**src/rtl/rsg_pkg.sv**
```systemverilog
package rsg_pkg;
   // error strobe positions; the status bank appends them after two data flags
   localparam int ERR_W   = 4;
   localparam int E_OVR   = 0;
   localparam int E_CRC   = 1;
   localparam int E_FRM   = 2;
   localparam int E_BIT   = 3;
   localparam int S_FULL  = 0;
   localparam int S_EOD   = 1;
   localparam int S_ERR0  = 2;
   localparam int STAT_W  = S_ERR0 + ERR_W;
endpackage

```
**src/rtl/rsg_sleep_ctl.sv**
```systemverilog
module rsg_sleep_ctl (
   input  logic clk,
   input  logic rst_n,
   input  logic enable_i,
   input  logic disable_i,
   input  logic tmo_i,
   input  logic sw_set_i,
   input  logic eof_i,
   input  logic brk_i,
   output logic sleep_o
);
   logic force_c, set_c, wake_c, sleep_q;

   // any set source outranks a terminating symbol
   assign force_c = ~enable_i | disable_i;
   assign set_c   = force_c | tmo_i | sw_set_i;
   assign wake_c  = eof_i | brk_i;

   always_ff @(posedge clk or negedge rst_n) begin
      if (!rst_n)      sleep_q <= 1'b1;
      else if (set_c)  sleep_q <= 1'b1;
      else if (wake_c) sleep_q <= 1'b0;
   end

   assign sleep_o = sleep_q;


   sw_sets_sleep_chk: assert property (@(posedge clk) disable iff (!rst_n)
      sw_set_i |=> sleep_o);

   timeout_sets_sleep_chk: assert property (@(posedge clk) disable iff (!rst_n)
      tmo_i |=> sleep_o);

   forced_sleep_chk: assert property (@(posedge clk) disable iff (!rst_n)
      (!enable_i || disable_i) |=> sleep_o);

   symbol_wakes_chk: assert property (@(posedge clk) disable iff (!rst_n)
      ((eof_i || brk_i) && enable_i && !disable_i && !tmo_i && !sw_set_i) |=> !sleep_o);

   no_spurious_wake_chk: assert property (@(posedge clk) disable iff (!rst_n)
      (sleep_o && !eof_i && !brk_i) |=> sleep_o);
endmodule

```
**src/rtl/rsg_event_gate.sv**
```systemverilog
module rsg_event_gate
   import rsg_pkg::*;
#(
   parameter bit EOD_ON_TX = 1'b1  // report end-of-data while asleep but transmitting
) (
   input  logic              sleep_i,
   input  logic              tx_i,
   input  logic              rx_byte_i,
   input  logic              eod_i,
   input  logic [ERR_W-1:0]  err_i,
   output logic              load_o,
   output logic [STAT_W-1:0] set_o
);
   logic pass_data, pass_bus;

   // data path needs a fully awake receiver; bus faults also pass during own transmit
   assign pass_data = ~sleep_i;
   assign pass_bus  = ~sleep_i | tx_i;

   assign load_o        = rx_byte_i & pass_data;
   assign set_o[S_FULL] = rx_byte_i & pass_data;

   generate
      if (EOD_ON_TX) begin : g_eod_bus
         assign set_o[S_EOD] = eod_i & pass_bus;
      end else begin : g_eod_data
         assign set_o[S_EOD] = eod_i & pass_data;
      end
   endgenerate

   genvar k;
   generate
      for (k = 0; k < ERR_W; k++) begin : g_err
         if (k == E_OVR) begin : g_ovr
            assign set_o[S_ERR0+k] = err_i[k] & pass_data;
         end else begin : g_bus
            assign set_o[S_ERR0+k] = err_i[k] & pass_bus;
         end
      end
   endgenerate
endmodule

```
**src/rtl/rsg_sticky_bank.sv**
```systemverilog
module rsg_sticky_bank #(
   parameter int W        = 6,
   parameter bit SET_WINS = 1'b1
) (
   input  logic         clk,
   input  logic         rst_n,
   input  logic [W-1:0] set_i,
   input  logic [W-1:0] clr_i,
   output logic [W-1:0] q_o
);
   generate
      if (W < 1) begin : g_bad_w
         $error("rsg_sticky_bank: W must be at least 1");
      end
   endgenerate

   genvar i;
   generate
      for (i = 0; i < W; i++) begin : g_bit
         logic q;
         if (SET_WINS) begin : g_set_first
            always_ff @(posedge clk or negedge rst_n) begin
               if (!rst_n)        q <= 1'b0;
               else if (set_i[i]) q <= 1'b1;
               else if (clr_i[i]) q <= 1'b0;
            end
         end else begin : g_clr_first
            always_ff @(posedge clk or negedge rst_n) begin
               if (!rst_n)        q <= 1'b0;
               else if (clr_i[i]) q <= 1'b0;
               else if (set_i[i]) q <= 1'b1;
            end
         end
         assign q_o[i] = q;


         sticky_hold_chk: assert property (@(posedge clk) disable iff (!rst_n)
            (q && !clr_i[i]) |=> q);

         clear_works_chk: assert property (@(posedge clk) disable iff (!rst_n)
            (clr_i[i] && !set_i[i]) |=> !q);
      end
   endgenerate
endmodule

```
**src/rtl/rx_sleep_gate.sv**
```systemverilog
module rx_sleep_gate
   import rsg_pkg::*;
#(
   parameter int ERR_BITS  = 4,
   parameter bit EOD_ON_TX = 1'b1,
   parameter bit SET_WINS  = 1'b1
) (
   input  logic                clk,
   input  logic                rst_n,
   input  logic                enable_i,
   input  logic                disable_i,
   input  logic                tx_timeout_i,
   input  logic                transmitting_i,
   input  logic                sleep_req_i,
   input  logic                eof_sym_i,
   input  logic                brk_sym_i,
   input  logic                eod_sym_i,
   input  logic                rx_byte_i,
   input  logic [ERR_BITS-1:0] err_raw_i,
   input  logic [ERR_BITS+1:0] stat_clr_i,
   output logic                sleep_o,
   output logic                load_en_o,
   output logic                rx_full_o,
   output logic                eod_o,
   output logic [ERR_BITS-1:0] err_o
);
   localparam int SW = ERR_BITS + 2;

   generate
      if (ERR_BITS != ERR_W) begin : g_bad_err
         $error("rx_sleep_gate: ERR_BITS must match the package error count");
      end
   endgenerate

   logic          sleep_w;
   logic [SW-1:0] set_w;
   logic [SW-1:0] flags_w;

   rsg_sleep_ctl u_ctl (
      .clk      (clk),
      .rst_n    (rst_n),
      .enable_i (enable_i),
      .disable_i(disable_i),
      .tmo_i    (tx_timeout_i),
      .sw_set_i (sleep_req_i),
      .eof_i    (eof_sym_i),
      .brk_i    (brk_sym_i),
      .sleep_o  (sleep_w)
   );

   rsg_event_gate #(.EOD_ON_TX(EOD_ON_TX)) u_gate (
      .sleep_i  (sleep_w),
      .tx_i     (transmitting_i),
      .rx_byte_i(rx_byte_i),
      .eod_i    (eod_sym_i),
      .err_i    (err_raw_i),
      .load_o   (load_en_o),
      .set_o    (set_w)
   );

   rsg_sticky_bank #(.W(SW), .SET_WINS(SET_WINS)) u_flags (
      .clk  (clk),
      .rst_n(rst_n),
      .set_i(set_w),
      .clr_i(stat_clr_i),
      .q_o  (flags_w)
   );

   assign sleep_o   = sleep_w;
   assign rx_full_o = flags_w[S_FULL];
   assign eod_o     = flags_w[S_EOD];
   assign err_o     = flags_w[SW-1:S_ERR0];


   asleep_no_full_chk: assert property (@(posedge clk) disable iff (!rst_n)
      (sleep_o && !rx_full_o) |=> !rx_full_o);

   asleep_idle_no_err_chk: assert property (@(posedge clk) disable iff (!rst_n)
      (sleep_o && !transmitting_i && err_o == '0 && !eod_o) |=> (err_o == '0 && !eod_o));

   asleep_tx_no_ovr_chk: assert property (@(posedge clk) disable iff (!rst_n)
      (sleep_o && !err_o[E_OVR]) |=> !err_o[E_OVR]);

   asleep_tx_crc_chk: assert property (@(posedge clk) disable iff (!rst_n)
      (sleep_o && transmitting_i && err_raw_i[E_CRC]) |=> err_o[E_CRC]);

   awake_byte_chk: assert property (@(posedge clk) disable iff (!rst_n)
      (!sleep_o && rx_byte_i) |=> rx_full_o);
endmodule

```
**config.mk**
```make
export PLATFORM = sky130hd
export DESIGN_NAME = rx_sleep_gate
export DESIGN_NICKNAME = d
export VERILOG_FILES = /design/src/rtl/rsg_pkg.sv /design/src/rtl/rsg_sleep_ctl.sv /design/src/rtl/rsg_event_gate.sv /design/src/rtl/rsg_sticky_bank.sv /design/src/rtl/rx_sleep_gate.sv
export SDC_FILE = /design/constraint.sdc
export NUM_CORES = 1
export LEC_CHECK = 0
export BUFFER_PORTS_ARGS = -buffer_cell sky130_fd_sc_hd__buf_4
export CORE_AREA = 2 2 39 41
export DETAILED_ROUTE_END_ITERATION = 10
export DIE_AREA = 0 0 41 43
export PLACE_DENSITY = 0.63
export SYNTH_ARGS = -nofsm -noshare
export SYNTH_HDL_FRONTEND = slang
export SYNTH_SLANG_ARGS = --single-unit
```
**constraint.sdc**
```tcl
create_clock -name clk -period 1.46 [get_ports clk]
set_input_delay 0.146 -clock clk [delete_from_list [all_inputs] [get_ports clk]]
set_output_delay 0.146 -clock clk [all_outputs]
set_load 0.01 [all_outputs]
```
==> flow_summary_export.csv <==
group,metric,value,unit
sta,setup_viol,0,
cells_and_area,fin_nets,80,
yosys,synth_nets,50,
cells_and_area,syn_to_final_growth,75.30,%
routing,first_pass_iters,4,
cells_and_area,final_util,0.3978,
sta,min_period_over_period,0.7946,
yosys,synth_area,314.1,um2
cells_and_area,most-common-layout-cells,"buf_4 (28), inv_1 (7), dfrtp_1 (6), a22o_1 (4), clkbuf_4 (3)",
cells_and_area,layout-drive-gt1-share,0.5517,
yosys,synth-seq-cells,7,
cells_and_area,nFillCells,144,
setup_path,slowest_stage,"dfstp_2",
global_routing,grt_pass1_vias,281,
yosys,yosysTopAreaCell,"dfrtp_1",
floorplan,start_util,0.2269,
clocking,root_buffer,"clkbuf_4",
yosys,ys_warn_count,0,
clocking,path_clk_slew,0.05,ns
min_path,min_to,"u_ctl.sleep_o$_DFFE_PN1P_",
global_routing,grt_max_degree,8,
clocking,cts_num_sinks,7,
setup_path,crit_buf_inv,1,
min_path,whs_path_depth,2,
yosys,netlist_instances,29,
global_routing,grt-ovfl-total,0,
cells_and_area,antenna_cells,0,
routing,postRouteAntennaNets,0,
clocking,cts_made_buffers,3,
power_and_ir_drop,power_density,873.9,mW/mm2
setup_path,cp_top_family,"flip-flops",
outcome,status,"complete, no violations",
routing,route.detailed.drc,0,
min_path,hold_path_class,"in2reg",
setup_path,path_class,"reg2out",
global_routing,track_usage,0.08999,
yosys,yosysSeqAreaShare,0.5618,
sta,min_period,1.160,ns
setup_path,r2r_end,"u_flags.g_bit[4].q$_DFFE_PN0P_",
sta,clock_skew,0.0006134,ns
floorplan,row_count,14,
place,gp_congestion,0.5818,
power_and_ir_drop,power.leakage,0.3134,nW
yosys,syn_avg_cell_area,10.83,um2
global_routing,antenna_found_initial,0,
floorplan,dieArea,0.001763,mm2
sta,worstMarginPinSlew,0.2363,ns
setup_path,crit_fanout,5,
setup_path,critPathArrivalTime,1.01,ns
min_path,min_from,"eof_sym_i",
cells_and_area,final_common_cell,"buf_4",
yosys,synth.area.top_cells,"dfrtp_1 (48%), a22o_1 (11%), buf_4 (9.6%)",
floorplan,dieHeight,43,um
floorplan,die_x,41,um
setup_path,reg2regPathDepth,2,
yosys,yosysTopAreaCellShare,0.4781,
setup_path,crit_required,1.31,ns
sta,hold_violations,0,
setup_path,rr_startpoint,"u_ctl.sleep_o$_DFFE_PN1P_",
setup_path,max_stage_delay,0.57,ns
floorplan,core_area,0.001384,mm2
routing,drt_iter0_drc,2,
sta,tns,0,ns
clocking,worst_skew_pair.late_latency,0.24,ns
clocking,ctsHtreeMaxLevel,1,
job,drv_cap,0,
sta,relSlewSlack,0.8402,
clocking,tritoncts,"done",
sta,slew_viol_final,0,
routing,drt_wl_total,698,um
floorplan,io_pins,29,
routing,vias,303,
setup_path,endpoint_kind,"output pin",
power_and_ir_drop,ir_worst_vdd,0.0003785,V
routing,routedWlPerCell,9.432,um
yosys,ys_types,11,
global_routing,grt_pass1_wl,1055,um
place,portBuffers,28,
routing,via_per_inst,4.095,
setup_path,rrSetupSlack,0.46,ns
sta,max_freq,0.8620,GHz
sta,rsz0062_at_grt,"no",
setup_path,path_cells,"nor2b_1, buf_4",
clocking,cts.path.max_buffers,2,
clocking,post_cts_buffers,0,
setup_path,startpoint_type,"register",
[registers in the layout (all words and copies together), names as in the netlist]
name	count
u_flags.g_bit.q	6
u_ctl.sleep_o	1
[cells by family after synthesis]
group | share of synthesized area
compound gates | 0.1713
buf+inv | 0.1793
flops | 0.5618
simple gates | 0.08766
[through the flow]
step	instance area (um2)	hold slack (ns)	setup slack [ns]	std cells	power, mW
floorplan	314.1	-0.1496	0.5016	29	0.2556
global placement	514.2	-0.03727	0.4993	69	0.3104
detailed placement	514.2	-0.03562	0.4552	69	0.3115
CTS	550.5	0.03711	0.2830	74	0.4885
global route	550.5	0.04017	0.2637	74	0.5128
finish	550.5	0.03705	0.2999	74	0.4811
[timing repair]
item                                    CTS  global route
resized for setup                         0             0
endpoints found under the setup margin    0             0
hold buffers                              1             0
endpoints found under the hold margin     7             0
[final cells by class]
type | instances | area, um2 | area share
timing repair buffer | 29 | 220.2 | 0.4000
sequential | 7 | 176.4 | 0.3205
clock buffer | 4 | 26.28 | 0.04773
tap | 16 | 20.02 | 0.03636
inverter | 7 | 26.28 | 0.04773
multi-input combinational | 11 | 81.33 | 0.1477
[synthesized netlist by cell type]
cell type / instances
a21o_1: 1
a22o_1: 4
buf_4: 4
dfrtp_1: 6
dfstp_2: 1
inv_1: 7
nand2b_1: 2
nor2b_1: 1
nor4b_1: 1
o21ai_1: 1
o22ai_1: 1
[power by group]
group | switching (mW) | internal [mW]
logic | 0.0291 | 0.0638
registers | 0.00781 | 0.208
clock network | 0.0684 | 0.104
total | 0.105 | 0.376
[worst max-delay path by stage]
| stage | start | to | slack (ns) | cells after the start |
|---|---|---|---|---|
| floorplan | u_ctl.sleep_o$_DFFE_PN1P_ | u_flags.g_bit[1].q$_DFFE_PN0P_ | 0.50 | 2 |
| global placement | u_ctl.sleep_o$_DFFE_PN1P_ | u_flags.g_bit[5].q$_DFFE_PN0P_ | 0.50 | 2 |
| detailed placement | u_ctl.sleep_o$_DFFE_PN1P_ | u_flags.g_bit[4].q$_DFFE_PN0P_ | 0.46 | 2 |
| CTS | u_ctl.sleep_o$_DFFE_PN1P_ | load_en_o | 0.28 | 2 |
| global route | u_ctl.sleep_o$_DFFE_PN1P_ | load_en_o | 0.26 | 2 |
| finish | u_ctl.sleep_o$_DFFE_PN1P_ | load_en_o | 0.30 | 2 |
[metal layers]
layer,up-vias,track usage,wire [um]
li1,149,-,-
met1,135,0.1151,262
met2,17,0.1250,343
met3,2,0.04188,83
met4,0,0.04000,8
met5,-,0,0
Power figures use the tool's default switching activity.
